<file path="config.mk">
export PLATFORM = sky130hd
export DESIGN_NAME = nand_probe_seq
export DESIGN_NICKNAME = d
export VERILOG_FILES = /design/src/rtl/nprb_pkg.sv /design/src/rtl/nprb_bus_cycle.sv /design/src/rtl/nprb_id_table.sv /design/src/rtl/nand_probe_seq.sv
export SDC_FILE = /design/constraint.sdc
export NUM_CORES = 1
export LEC_CHECK = 0
export BUFFER_PORTS_ARGS = -buffer_cell sky130_fd_sc_hd__buf_2
export CORE_MARGIN = 1
export CORE_UTILIZATION = 45
export DETAILED_ROUTE_END_ITERATION = 16
export MAX_ROUTING_LAYER = met4
export SLEW_MARGIN = 20
export SYNTH_ARGS = -nofsm -noshare
export SYNTH_HDL_FRONTEND = slang
export SYNTH_SLANG_ARGS = --single-unit
</file>
<file path="constraint.sdc">
create_clock -name clk -period 4.26 [get_ports clk]
set_input_delay 0.426 -clock clk [delete_from_list [all_inputs] [get_ports clk]]
set_output_delay 0.426 -clock clk [all_outputs]
set_load 0.02 [all_outputs]
</file>
<file path="src/rtl/nprb_pkg.sv">
// Shared types and bus constants for the NAND probe sequencer.
package nprb_pkg;
    typedef enum logic [1:0] {
        BK_CMD  = 2'd0,
        BK_ADDR = 2'd1,
        BK_READ = 2'd2
    } bus_kind_t;

    localparam logic [7:0]  OP_RESET  = 8'hFF;
    localparam logic [7:0]  OP_STATUS = 8'h70;
    localparam logic [7:0]  OP_READID = 8'h90;
    localparam logic [7:0]  AD_ID     = 8'h00;
    localparam logic [7:0]  AD_SIG    = 8'h20;
    localparam int          RDY_BIT   = 6;
    localparam int          ERR_BIT   = 0;
    // "ONFI" with the first received byte in the low lane
    localparam logic [31:0] SIG_WORD  = 32'h49464E4F;
endpackage

</file>
<file path="src/rtl/nprb_bus_cycle.sv">
// Single bus-cycle engine.
// Runs one command, address or read cycle per go pulse. The strobe stays low
// for max(hold,1) cycles, then one recovery cycle keeps the latch enables and
// the write data valid while fin is high.
// Assumes go arrives only while the engine is idle. Read data is sampled on
// the last active cycle and appears on rbyte during fin.
module nprb_bus_cycle
    import nprb_pkg::*;
#(
    parameter int HOLD_W = 4
) (
    input  logic              clk,
    input  logic              rst_n,
    input  logic              go,
    input  bus_kind_t         kind,
    input  logic [7:0]        wbyte,
    input  logic [HOLD_W-1:0] hold,
    input  logic [7:0]        dq_in,
    output logic              fin,
    output logic [7:0]        rbyte,
    output logic              cle,
    output logic              ale,
    output logic              we_n,
    output logic              re_n,
    output logic [7:0]        dq_out,
    output logic              dq_oe
);
    typedef enum logic [1:0] {E_IDLE, E_ACT, E_REC} est_t;

    est_t              st;
    logic [HOLD_W-1:0] cnt;
    bus_kind_t         kind_q;
    logic [7:0]        byte_q;

    // Cycle state, strobe timer and read capture
    always_ff @(posedge clk) begin
        if (!rst_n) begin
            st     <= E_IDLE;
            cnt    <= '0;
            kind_q <= BK_CMD;
            byte_q <= '0;
            rbyte  <= '0;
        end else begin
            case (st)
                E_IDLE: if (go) begin
                    st     <= E_ACT;
                    kind_q <= kind;
                    byte_q <= wbyte;
                    cnt    <= (hold == '0) ? '0 : hold - 1'b1;
                end
                E_ACT: begin
                    if (cnt == '0) begin
                        st <= E_REC;
                        if (kind_q == BK_READ) rbyte <= dq_in;
                    end else begin
                        cnt <= cnt - 1'b1;
                    end
                end
                default: st <= E_IDLE;
            endcase
        end
    end

    // Pin drive derived from the cycle state
    always_comb begin
        we_n   = !(st == E_ACT && kind_q != BK_READ);
        re_n   = !(st == E_ACT && kind_q == BK_READ);
        cle    = (st != E_IDLE) && (kind_q == BK_CMD);
        ale    = (st != E_IDLE) && (kind_q == BK_ADDR);
        dq_oe  = (st != E_IDLE) && (kind_q != BK_READ);
        dq_out = byte_q;
        fin    = (st == E_REC);
    end

    a_r10_strobe_excl: assert property (@(posedge clk) disable iff (!rst_n)
        !(!we_n && !re_n));
    a_r10_latch_excl: assert property (@(posedge clk) disable iff (!rst_n)
        !(cle && ale));
    a_r10_go_idle: assert property (@(posedge clk) disable iff (!rst_n)
        go |-> st == E_IDLE);
    a_r10_hold_active: assert property (@(posedge clk) disable iff (!rst_n)
        (st == E_ACT && cnt != '0) |=> (st == E_ACT && (!we_n || !re_n)));
endmodule

</file>
<file path="src/rtl/nprb_id_table.sv">
// Known-device lookup.
// Compares one device-code byte against N_IDS constant entries in parallel.
// Assumes the table is packed with entry 0 in the low byte.
module nprb_id_table #(
    parameter int                  N_IDS     = 4,
    parameter logic [N_IDS*8-1:0]  KNOWN_IDS = '0
) (
    input  logic [7:0] dev_id,
    output logic       hit
);
    logic [N_IDS-1:0] eq;

    for (genvar g = 0; g < N_IDS; g++) begin : g_ent
        assign eq[g] = (dev_id == KNOWN_IDS[g*8 +: 8]);
    end

    assign hit = |eq;
endmodule

</file>
<file path="src/rtl/nand_probe_seq.sv">
// NAND presence detection sequencer (top).
// Sequence: reset command, then up to MAX_TRIES status attempts. Each attempt
// sends the status command, waits, and reads up to MAX_POLL status bytes.
// After a passing attempt it reads four ID bytes and looks up the device code.
// On a miss, or when no attempt passed, it reads the signature at 0x20.
// Assumes start is a single-cycle pulse; starts during a run are ignored.
module nand_probe_seq
    import nprb_pkg::*;
#(
    parameter int                 HOLD_W    = 4,
    parameter int                 WAIT_W    = 4,
    parameter int                 MAX_POLL  = 16,
    parameter int                 MAX_TRIES = 60,
    parameter int                 N_IDS     = 4,
    parameter logic [N_IDS*8-1:0] KNOWN_IDS = {8'hD3, 8'hDC, 8'hF1, 8'hDA}
) (
    input  logic              clk,
    input  logic              rst_n,
    input  logic              start,
    input  logic [HOLD_W-1:0] hold_cycles,
    input  logic [WAIT_W-1:0] status_wait,
    output logic              nand_cle,
    output logic              nand_ale,
    output logic              nand_we_n,
    output logic              nand_re_n,
    output logic [7:0]        nand_dq_out,
    output logic              nand_dq_oe,
    input  logic [7:0]        nand_dq_in,
    output logic              done,
    output logic              found,
    output logic [31:0]       id_bytes
);
    localparam int POLL_W = $clog2(MAX_POLL + 1);
    localparam int TRY_W  = $clog2(MAX_TRIES + 1);

    typedef enum logic [3:0] {
        M_IDLE, M_RST, M_STCMD, M_STWAIT, M_STRD,
        M_IDCMD, M_IDADR, M_IDRD, M_SGCMD, M_SGADR, M_SGRD
    } mst_t;

    mst_t              st;
    logic              issued;
    logic [WAIT_W-1:0] wcnt;
    logic [POLL_W-1:0] polls;
    logic [TRY_W-1:0]  tries;
    logic [1:0]        bidx;
    logic [31:0]       id_q;
    logic [23:0]       sig_q;
    logic              done_q;
    logic              found_q;

    logic              bus_state;
    logic              bus_go;
    logic              bus_fin;
    bus_kind_t         bus_kind;
    logic [7:0]        bus_byte;
    logic [7:0]        rbyte;
    logic              tbl_hit;

    nprb_bus_cycle #(.HOLD_W(HOLD_W)) u_bus (
        .clk    (clk),
        .rst_n  (rst_n),
        .go     (bus_go),
        .kind   (bus_kind),
        .wbyte  (bus_byte),
        .hold   (hold_cycles),
        .dq_in  (nand_dq_in),
        .fin    (bus_fin),
        .rbyte  (rbyte),
        .cle    (nand_cle),
        .ale    (nand_ale),
        .we_n   (nand_we_n),
        .re_n   (nand_re_n),
        .dq_out (nand_dq_out),
        .dq_oe  (nand_dq_oe)
    );

    // Device code is the second byte; it sits in bits 23:16 before the last shift
    nprb_id_table #(.N_IDS(N_IDS), .KNOWN_IDS(KNOWN_IDS)) u_tbl (
        .dev_id (id_q[23:16]),
        .hit    (tbl_hit)
    );

    // Bus request decode for the current sequencer state
    always_comb begin
        bus_state = 1'b1;
        bus_kind  = BK_CMD;
        bus_byte  = 8'h00;
        case (st)
            M_RST:   bus_byte = OP_RESET;
            M_STCMD: bus_byte = OP_STATUS;
            M_STRD:  bus_kind = BK_READ;
            M_IDCMD: bus_byte = OP_READID;
            M_IDADR: begin bus_kind = BK_ADDR; bus_byte = AD_ID;  end
            M_IDRD:  bus_kind = BK_READ;
            M_SGCMD: bus_byte = OP_READID;
            M_SGADR: begin bus_kind = BK_ADDR; bus_byte = AD_SIG; end
            M_SGRD:  bus_kind = BK_READ;
            default: bus_state = 1'b0;
        endcase
        bus_go = bus_state && !issued;
    end

    // Sequencer state, attempt/poll counters, capture and result
    always_ff @(posedge clk) begin
        if (!rst_n) begin
            st      <= M_IDLE;
            issued  <= 1'b0;
            wcnt    <= '0;
            polls   <= '0;
            tries   <= '0;
            bidx    <= '0;
            id_q    <= '0;
            sig_q   <= '0;
            done_q  <= 1'b0;
            found_q <= 1'b0;
        end else begin
            done_q <= 1'b0;
            if (bus_go) issued <= 1'b1;
            if (bus_fin) issued <= 1'b0;
            case (st)
                M_IDLE: if (start) begin
                    st      <= M_RST;
                    id_q    <= '0;
                    found_q <= 1'b0;
                    tries   <= '0;
                end
                M_RST: if (bus_fin) st <= M_STCMD;
                M_STCMD: if (bus_fin) begin
                    st    <= M_STWAIT;
                    wcnt  <= status_wait;
                    polls <= '0;
                end
                M_STWAIT: begin
                    if (wcnt == '0) st <= M_STRD;
                    else            wcnt <= wcnt - 1'b1;
                end
                M_STRD: if (bus_fin) begin
                    polls <= polls + 1'b1;
                    if (rbyte[RDY_BIT] && !rbyte[ERR_BIT]) begin
                        st <= M_IDCMD;
                    end else if (rbyte[RDY_BIT] || polls == POLL_W'(MAX_POLL - 1)) begin
                        if (tries == TRY_W'(MAX_TRIES - 1)) begin
                            st <= M_SGCMD;
                        end else begin
                            tries <= tries + 1'b1;
                            st    <= M_STCMD;
                        end
                    end
                end
                M_IDCMD: if (bus_fin) st <= M_IDADR;
                M_IDADR: if (bus_fin) begin
                    st   <= M_IDRD;
                    bidx <= '0;
                end
                M_IDRD: if (bus_fin) begin
                    id_q <= {rbyte, id_q[31:8]};
                    bidx <= bidx + 1'b1;
                    if (bidx == 2'd3) begin
                        if (tbl_hit) begin
                            st      <= M_IDLE;
                            done_q  <= 1'b1;
                            found_q <= 1'b1;
                        end else begin
                            st <= M_SGCMD;
                        end
                    end
                end
                M_SGCMD: if (bus_fin) st <= M_SGADR;
                M_SGADR: if (bus_fin) begin
                    st   <= M_SGRD;
                    bidx <= '0;
                end
                M_SGRD: if (bus_fin) begin
                    sig_q <= {rbyte, sig_q[23:8]};
                    bidx  <= bidx + 1'b1;
                    if (bidx == 2'd3) begin
                        st      <= M_IDLE;
                        done_q  <= 1'b1;
                        found_q <= ({rbyte, sig_q} == SIG_WORD);
                    end
                end
                default: st <= M_IDLE;
            endcase
        end
    end

    assign done     = done_q;
    assign found    = found_q;
    assign id_bytes = id_q;

    a_r11_done_pulse: assert property (@(posedge clk) disable iff (!rst_n)
        done |=> !done);
    a_r11_result_hold: assert property (@(posedge clk) disable iff (!rst_n)
        (st == M_IDLE && !start) |=> ($stable(id_bytes) && $stable(found)));
    a_r4_poll_bound: assert property (@(posedge clk) disable iff (!rst_n)
        polls <= POLL_W'(MAX_POLL));
    a_r6_try_bound: assert property (@(posedge clk) disable iff (!rst_n)
        tries < TRY_W'(MAX_TRIES));
    a_r3_no_read_in_wait: assert property (@(posedge clk) disable iff (!rst_n)
        (st == M_STWAIT) |-> nand_re_n);
endmodule

</file>
# == Word-level counts from Yosys, hierarchy flattened ==
# Index checks and enable logic that the tools add are counted.
# op_classes
reduce_logical,45
add_sub_neg,6
n_bitwise,1
eq_ne,47
muxes,59
# ops
operator,count
two-way mux 4 bit,22
two-way mux 32 bit,2
case mux 32 bit (2 select lines),1
case mux 4 bit (11 select lines),1
"inequality test 2 bit, second input constant",21
"== test 32 x 31 -> 1 bit, second input constant",1
"== test 8 bit, second input constant",4
case mux 8 bit (4 select lines),1
two-way mux 6 bit,5
AND reduction 3 bit,6
"== test 4 x 3 -> 1 bit, second input constant",4
logical NOT 4 bit,4
case mux 4 bit (2 select lines),2
AND reduction 14 bit,1
nonzero test 2 bit,7
"== test 4 bit, second input constant",3
two-way mux 1 bit,12
case mux 2 bit (2 select lines),3
case mux 6 bit (2 select lines),1
"subtractor 4 x 1 -> 4 bit, second input constant",3
two-way mux 5 bit,2
case mux 5 bit (2 select lines),1
OR reduction 9 bit,1
"== test 4 x 2 -> 1 bit, second input constant",2
25 further kinds,48
# word_totals
inputBits,19
ff_bits,104
elab_cells,173
output_inout_bits,47

# == Depth between registers and ports, before layout ==
# Gate-level depths: netlist of the first run.
# logic_depth
word_depth,6
ltp_mapped,9
ltp_nobuf,8

# == Hierarchy ==
# Synthesis of the first run repeated with hierarchy kept, for this count alone.
# unflattened
hier_cells,606
area_unflattened_um2,4859.7
# by_module_without_submodules
module,area_per_inst_um2,seq_area_each_um2,cells_each,instances
nand_probe_seq,3668.5,1601.5,473,1
nprb_bus_cycle,1132.3,480.5,125,1
nprb_id_table,58.8,0.0,8,1

# == Worst setup path before layout of the first run ==
# Ideal clock, no wire load.
# synth_timing
path_type,reg2reg
startpoint,reg polls[0]
endpoint,reg tries[1]
n_path_buf,1
arrival_ns,1.902
path_stages_with_launch,10
required_time_ns,4.145
slack_ns,2.244
cell_sequence,dfxtp_1 -> ha_1 -> and3_1 -> ha_1 -> or3b_1 -> o2bb2ai_1 -> a2111o_1 -> buf_6 -> nor2_1 -> o21a_1
# synth_via
elab_chain_cells,4
# synth_lines
item,line_no,source
from (decl),nand_probe_seq.sv:44,logic [POLL_W-1:0] polls;
from (signal assigned),nand_probe_seq.sv:139,polls <= polls + 1'b1;
== test 5 x 4 -> 1 bit,nand_probe_seq.sv:142,end else if (rbyte[RDY_BIT] || polls == POLL_W'(MAX_POLL - 1)) begin
logical OR 1 bit,nand_probe_seq.sv:142,
inequality test 2 bit (no source line),--,
AND reduction 6 bit (no source line),--,
to (signal assigned),nand_probe_seq.sv:146,tries <= tries + 1'b1;
to (decl),nand_probe_seq.sv:45,logic [TRY_W-1:0] tries;
# No other way between the ends.
# A chain may end at the register's enable or synchronous reset.

# == Worst setup path in the final report of the first run ==
# layout_timing
startpoint,reg st[0]
endpoint,reg tries[5]
# layout_via
elab_chain_cells,3
elab_cells_between_ends,10
classes_between,6 x eq/ne; 1 x mux; 3 x reduce/logical
# layout_lines
item,line_no,source
from (decl),nand_probe_seq.sv:41,mst_t st;
from (signal assigned),nand_probe_seq.sv:107,st <= M_IDLE;
from (signal assigned),nand_probe_seq.sv:123,st <= M_RST;
from (signal assigned),nand_probe_seq.sv:128,M_RST: if (bus_fin) st <= M_STCMD;
== test 4 x 3 -> 1 bit or logical NOT 4 bit (tied branches),nand_probe_seq.sv:121,case (st)
inequality test 2 bit (no source line) or nonzero test 2 bit (tied branches),--,
AND reduction 6 bit (no source line),--,
# Parallel ways exist; a longest one is shown, timed or not.

==> results of run 1 <==
## how the worst max path moves through the flow
stage	cells past startpoint	end	startpoint
final	5	tries[5]	st[0]
after detailed placement	5	found	st[1]
after global routing	6	found	st[3]
after floorplan	9	tries[1]	polls[0]
after global placement	5	tries[5]	st[0]
after CTS	5	tries[5]	st[0]
## worst register-to-register path, stage by stage (launching register included)
cell and delay [ps]:
dfxtp_1 980, nor4b_1 240, o21a_1 180, a2111o_1 530, or4_1 510, a21oi_1 140
## cell usage in the layout, fill, tap and decap left out, drive strengths merged, types with 3 or more instances in the layout
cell type and instances:
or4 3, and2 10, nor4b 4, nor3b 4
a2bb2oi 4, nand2b 8, nand2 112, nand4 5
nor3 11, o21ai 27, a21o 3, nor2b 21
o211ai 3, nor2 26, o21a 4, nand3 43
nor4 4, nor4bb 3, buf 71, and3 3
or2 4, o22ai 3, clkbuf 11, a21oi 19
xor2 3, or3 7, a22oi 5, a21boi 66
ha 6, inv 11, mux2i 11, dfxtp 101
## routing by layer
metal | share of wire (%) | vias to the layer above | wire length, um
li1 | - | 2234 | -
met1 | 50 | 2066 | 5724
met2 | 45 | 88 | 5136
met4 | 1.1 | 0 | 127
met5 | 0 | - | 0
met3 | 3.3 | 9 | 371
## logic make-up (layout without fill, tap and decap cells)
logic type / Yosys count / in the layout / synth area share [%]
compound gates: 158 / 158 / 21.88
xor+xnor: 4 / 4 / 0.6939
fa+ha+maj: 6 / 6 / 1.487
buf+inv: 59 / 96 / 5.203
flops: 101 / 101 / 40.04
mux: 11 / 11 / 2.180
simple gates: 279 / 279 / 28.52
## stage by stage
step / power (mW) / hold WS, ps
global route: 2.869 / 291.4
finish: 2.689 / 302.2
CTS: 2.715 / 282.4
floorplan: 1.888 / 443.3
detailed placement: 2.074 / 455.7
global placement: 2.066 / 445.0
## registers in the layout, indices dropped and copies added (netlist names), 2 cells and up
signal        count
bidx              2
id_bytes         32
polls             5
sig_q            24
st                4
tries             6
u_bus.cnt         4
u_bus.dq_out      5
u_bus.kind_q      2
u_bus.rbyte       8
u_bus.st          2
wcnt              4
## cell type report
| cell class | count | area (um2) | area share (%) |
|---|---|---|---|
| well taps | 140 | 175.2 | 3.133 |
| flip-flops and latches | 101 | 2022 | 36.17 |
| inverters | 10 | 37.54 | 0.6714 |
| multi-input cells | 458 | 2779 | 49.71 |
| clock inverters | 4 | 55.05 | 0.9848 |
| clock buffers | 11 | 151.4 | 2.708 |
| repair buffers | 71 | 370.4 | 6.625 |
## power groups by stage
stage,clock network [mW],registers [mW],logic [mW]
after floorplan,0,1.11,0.777
after global placement,0,1.16,0.903
after detailed placement,0,1.17,0.907
after CTS,0.659,1.15,0.910
after global routing,0.702,1.17,1.00
final,0.635,1.15,0.908
==> run metrics, run 1 <==
leakage power=2.078 nW; largest net degree at the start of global routing=61; Placed Instance Area=5384 um2; clock sink total=101; Filler cells=1,086; number of flops mapped to enable cells by yosys=0; met1 GRT Util=28.93%; slowest CP cell=dfxtp_1; Net Sw Power=1.027 mW; Die Ht=107.9 um; Synth top cells by count=nand2_1 (112), dfxtp_1 (101), a21boi_0 (54); sequential area share after synthesis=40.04%; total of max-cap violations=0; post-CTS sizing=0; Ys Warns=0; Int Pwr=1.662 mW; Power Dens Cells=481.0 nW/um2; share of cells above drive strength 1=14.81%; WL final=11,360 um; Core Box Area=10,890 um2; Vias/cell=5.531; Finished Core Util=51.34%; Detailed Routing Iterations Pass 1=5; gr ovfl total=0; cell accounting for the most synthesized area=dfxtp_1; period utilization=61.54%; Pins Over Slew Limit=0; num rows=38; # diodes=0; FMAX=0.3814 GHz; htree depth=3; RSZ-0062 raised after global routing=no; Setup Skew=13.29 ps; initial antenna violation count=0; Setup Fix Bufs, Post-CTS=0; share of power burned in combinational logic=33.8%; post-route ant nets=0; sequential share of power=42.6%; syn nets=643; placed cells=780; Final Cell Area=5590 um2; I/O pin count=66; Worst Tran Pin Value=979.7 ps; min-delay worst type=in2reg; CTS tree=yes; clock root cell=clkbuf_8; number of cells produced by synthesis=618; worst-path maximum fanout=29; Top FF cell, synth=dfxtp_1; status=complete, no violations; area of the die=11,650 um2; Setup-failing EPs final=0; Vias=4,397; Synth cell types=71; DRC=0; routability cong.=0.8442; FF-to-FF path depth=5; worst r2r dst=tries[5]; crit end category=register; PnR worst setup slack=1638 ps; Final min period=2622 ps; total track usage=20.70%; Longest Clk Path Bufs=2; die width=107.9 um; Clk Latency, worst-skew pair=370 ps; Final nets=676; post-DR wirelength/cell=14.29 um; mean post-synth cell area=8.171 um2; Rel. slew slack=34.59%; GRT met3 Usage=3.496%; vias in the first global route=3,770; Final Hold Vio Count=0; critical path's largest stage delay=980 ps; hold_buf cts=0; Hold Path Cell Cnt=3; critical setup path kind=reg2reg; met2 Resource Use GR=29.90%; ranking of synthesized cells by area=dfxtp_1 (40%), nand2_1 (8.3%), a21boi_0 (8.0%); R2R Setup Slk=1640 ps; Detailed Place HPWL=7678 um; Num CTS Buffers=9; first-pass GRT wire length=18,530 um; WP buf/inv=0; worst slack, placed=1669 ps; largest delay contributor family on the critical path=flip-flops; Worst R2R Start=st[0]; GR peak layer=met2; final std cells w/o fill=795; count leader, synth=nand2_1; Fin Setup TNS=0 ps; CP Data Arrival Time=2930 ps; VDD IR-drop max=0.2666 mV; Seq cells post-synth=101; Port Buf Inserts=65; CTS clk-pin slew, worst paths=100 ps; Starting Density=46.38%; Hold Path Sink=u_bus.rbyte[6]; WP data required=4570 ps; top-area cell type share of the netlist area=40.04%; initial detailed-routing violation count=285; CP cell instances=nor4b_1 > o21a_1 > a2111o_1 > or4_1 > a21oi_1; Clock Power Share=23.6%; Hold Startpoint=nand_dq_in[6]; Synth async-reset ratio=0%; Net Sw Frac=38.19%; Cell Area, Synth=5050 um2; Area growth, synth to finish=10.70%; crit start category=register
(Power assumes the default switching activity.)
==> inputs of run 2 (changes only) <==
- clock period: 4.26 -> 2.66 ns (I/O delays scaled with it)
==> run metrics, run 2 (same netlist as run 1, synthesis figures left out) <==
status=complete, no violations; clock root cell=clkbuf_8; initial detailed-routing violation count=230; Rel. slew slack=53.51%; num rows=38; crit end category=register; most frequent cells in the layout=nand2_1 (112), dfxtp_1 (101), buf_2 (65); worst slack, placed=375.4 ps; max reg flops=32; CTS clk-pin slew, worst paths=100 ps; htree depth=3; hold_buf cts=0; Starting Density=46.38%; Longest Clk Path Bufs=2; RSZ-0062 raised after global routing=no; total of max-cap violations=0; vias in the first global route=4,062; Net Sw Frac=37.41%; Pins Over Slew Limit=0; WL final=11,780 um; post-DR wirelength/cell=14.58 um; Area growth, synth to finish=12.88%; Net Sw Power=1.646 mW; critical path's largest stage delay=740 ps; min-delay worst type=in2reg; die width=107.9 um; area of the die=11,650 um2; Finished Core Util=52.36%; Die Ht=107.9 um; DRC=0; Setup Skew=9.932 ps; Int Pwr=2.754 mW; CTS tree=yes; Worst Tran Pin Value=692.0 ps; # diodes=0; Core Box Area=10,890 um2; Filler cells=1,074; post-route ant nets=0; first-pass GRT wire length=19,910 um; period utilization=88.54%; Final nets=688; Detailed Place HPWL=7918 um; Final min period=2355 ps; Clock Power Share=24.1%; Setup Fix Bufs, Post-CTS=0; routability cong.=0.8397; crit start category=register; I/O pin count=66; initial antenna violation count=0; Min Hold Slack=143.0 ps; sequential share of power=39.7%; leakage power=2.149 nW; Num CTS Buffers=9; total track usage=21.99%; Vias=4,462; Port Buf Inserts=65; commonest non-fill, non-tap cell in the layout=nand2_1; share of power burned in combinational logic=36.2%; Top Layer Used=met4; CP Data Arrival Time=2660 ps; gr ovfl total=0; VDD IR-drop max=0.3500 mV; CP cell instances=nor4b_1 > o21a_1 > a2111o_1 > or4_1 > a21oi_1; FMAX=0.4246 GHz; clock sink total=101; post-CTS sizing=0; Power Dens Cells=771.8 nW/um2; Vias/cell=5.522; Setup-failing EPs final=0; largest net degree at the start of global routing=102; WP data required=2960 ps; share of cells above drive strength 1=16.32%; Detailed Routing Iterations Pass 1=5; met1 wire length=5706 um; Final Hold Vio Count=0; PnR worst setup slack=304.8 ps; Clk Latency, worst-skew pair=370 ps; largest delay contributor family on the critical path=compound AO/OA/AOI/OAI gates; met2 wire length=5451 um; Fin Setup TNS=0 ps; WP buf/inv=0; WL met3=471 um; critical setup path kind=reg2reg; worst-path maximum fanout=16; slowest CP cell=dfxtp_1
run 2: cell types whose count changed in the layout (fill, tap and decap cells not counted), sizes merged:
cell and change:
clkbuf -1, buf +12, clkinv +1, bufinv +1
run 2: final timing paths:
kind / startpoint / end / slack, ps / cells past startpoint
setup / recovery: st[3] / tries[5] / 300 / 5
hold / removal: nand_dq_in[4] / u_bus.rbyte[4] / 140 / 3
setup reg to reg: st[3] / tries[5] / 300 / 5
hold reg to reg: id_bytes[5] / id_bytes[5] / 470 / 2
run 2: power by group through the flow:
stage | registers (mW) | clock network [mW] | logic [mW]
5_1_grt | 1.77 | 1.16 | 1.76
3_5_place_dp | 1.78 | 0 | 1.58
3_3_place_gp | 1.78 | 0 | 1.57
4_1_cts | 1.75 | 1.09 | 1.59
2_1_floorplan | 1.78 | 0 | 1.24
6_report | 1.75 | 1.06 | 1.59
run 2: layout make-up:
cell class,instances,area (um2),share of cell area (%)
tap,140,175.2,3.073
multi-input combinational,458,2779,48.75
timing repair buffer,83,473.0,8.297
clock buffer,10,127.6,2.239
sequential,101,2022,35.47
clock inverter,6,86.33,1.514
inverter,10,37.54,0.6585
run 2: tightest hold or removal path, cell delays in order:
cell     delay [ps]
buf_2            70
mux2i_1          50
nor2b_1          90
run 2: through the flow:
stage / cell area [um2] / std cells / power [mW]
floorplan: 5050 / 618 / 3.023
global placement: 5487 / 792 / 3.345
detailed placement: 5487 / 792 / 3.362
CTS: 5700 / 808 / 4.427
global route: 5700 / 808 / 4.697
finish: 5700 / 808 / 4.400
run 2: per-layer routing:
metal,GRT usage [%],vias to the layer above
li1,-,2254
met1,29.53,2108
met2,33.29,86
met3,4.099,14
met4,7.241,0
met5,-,-
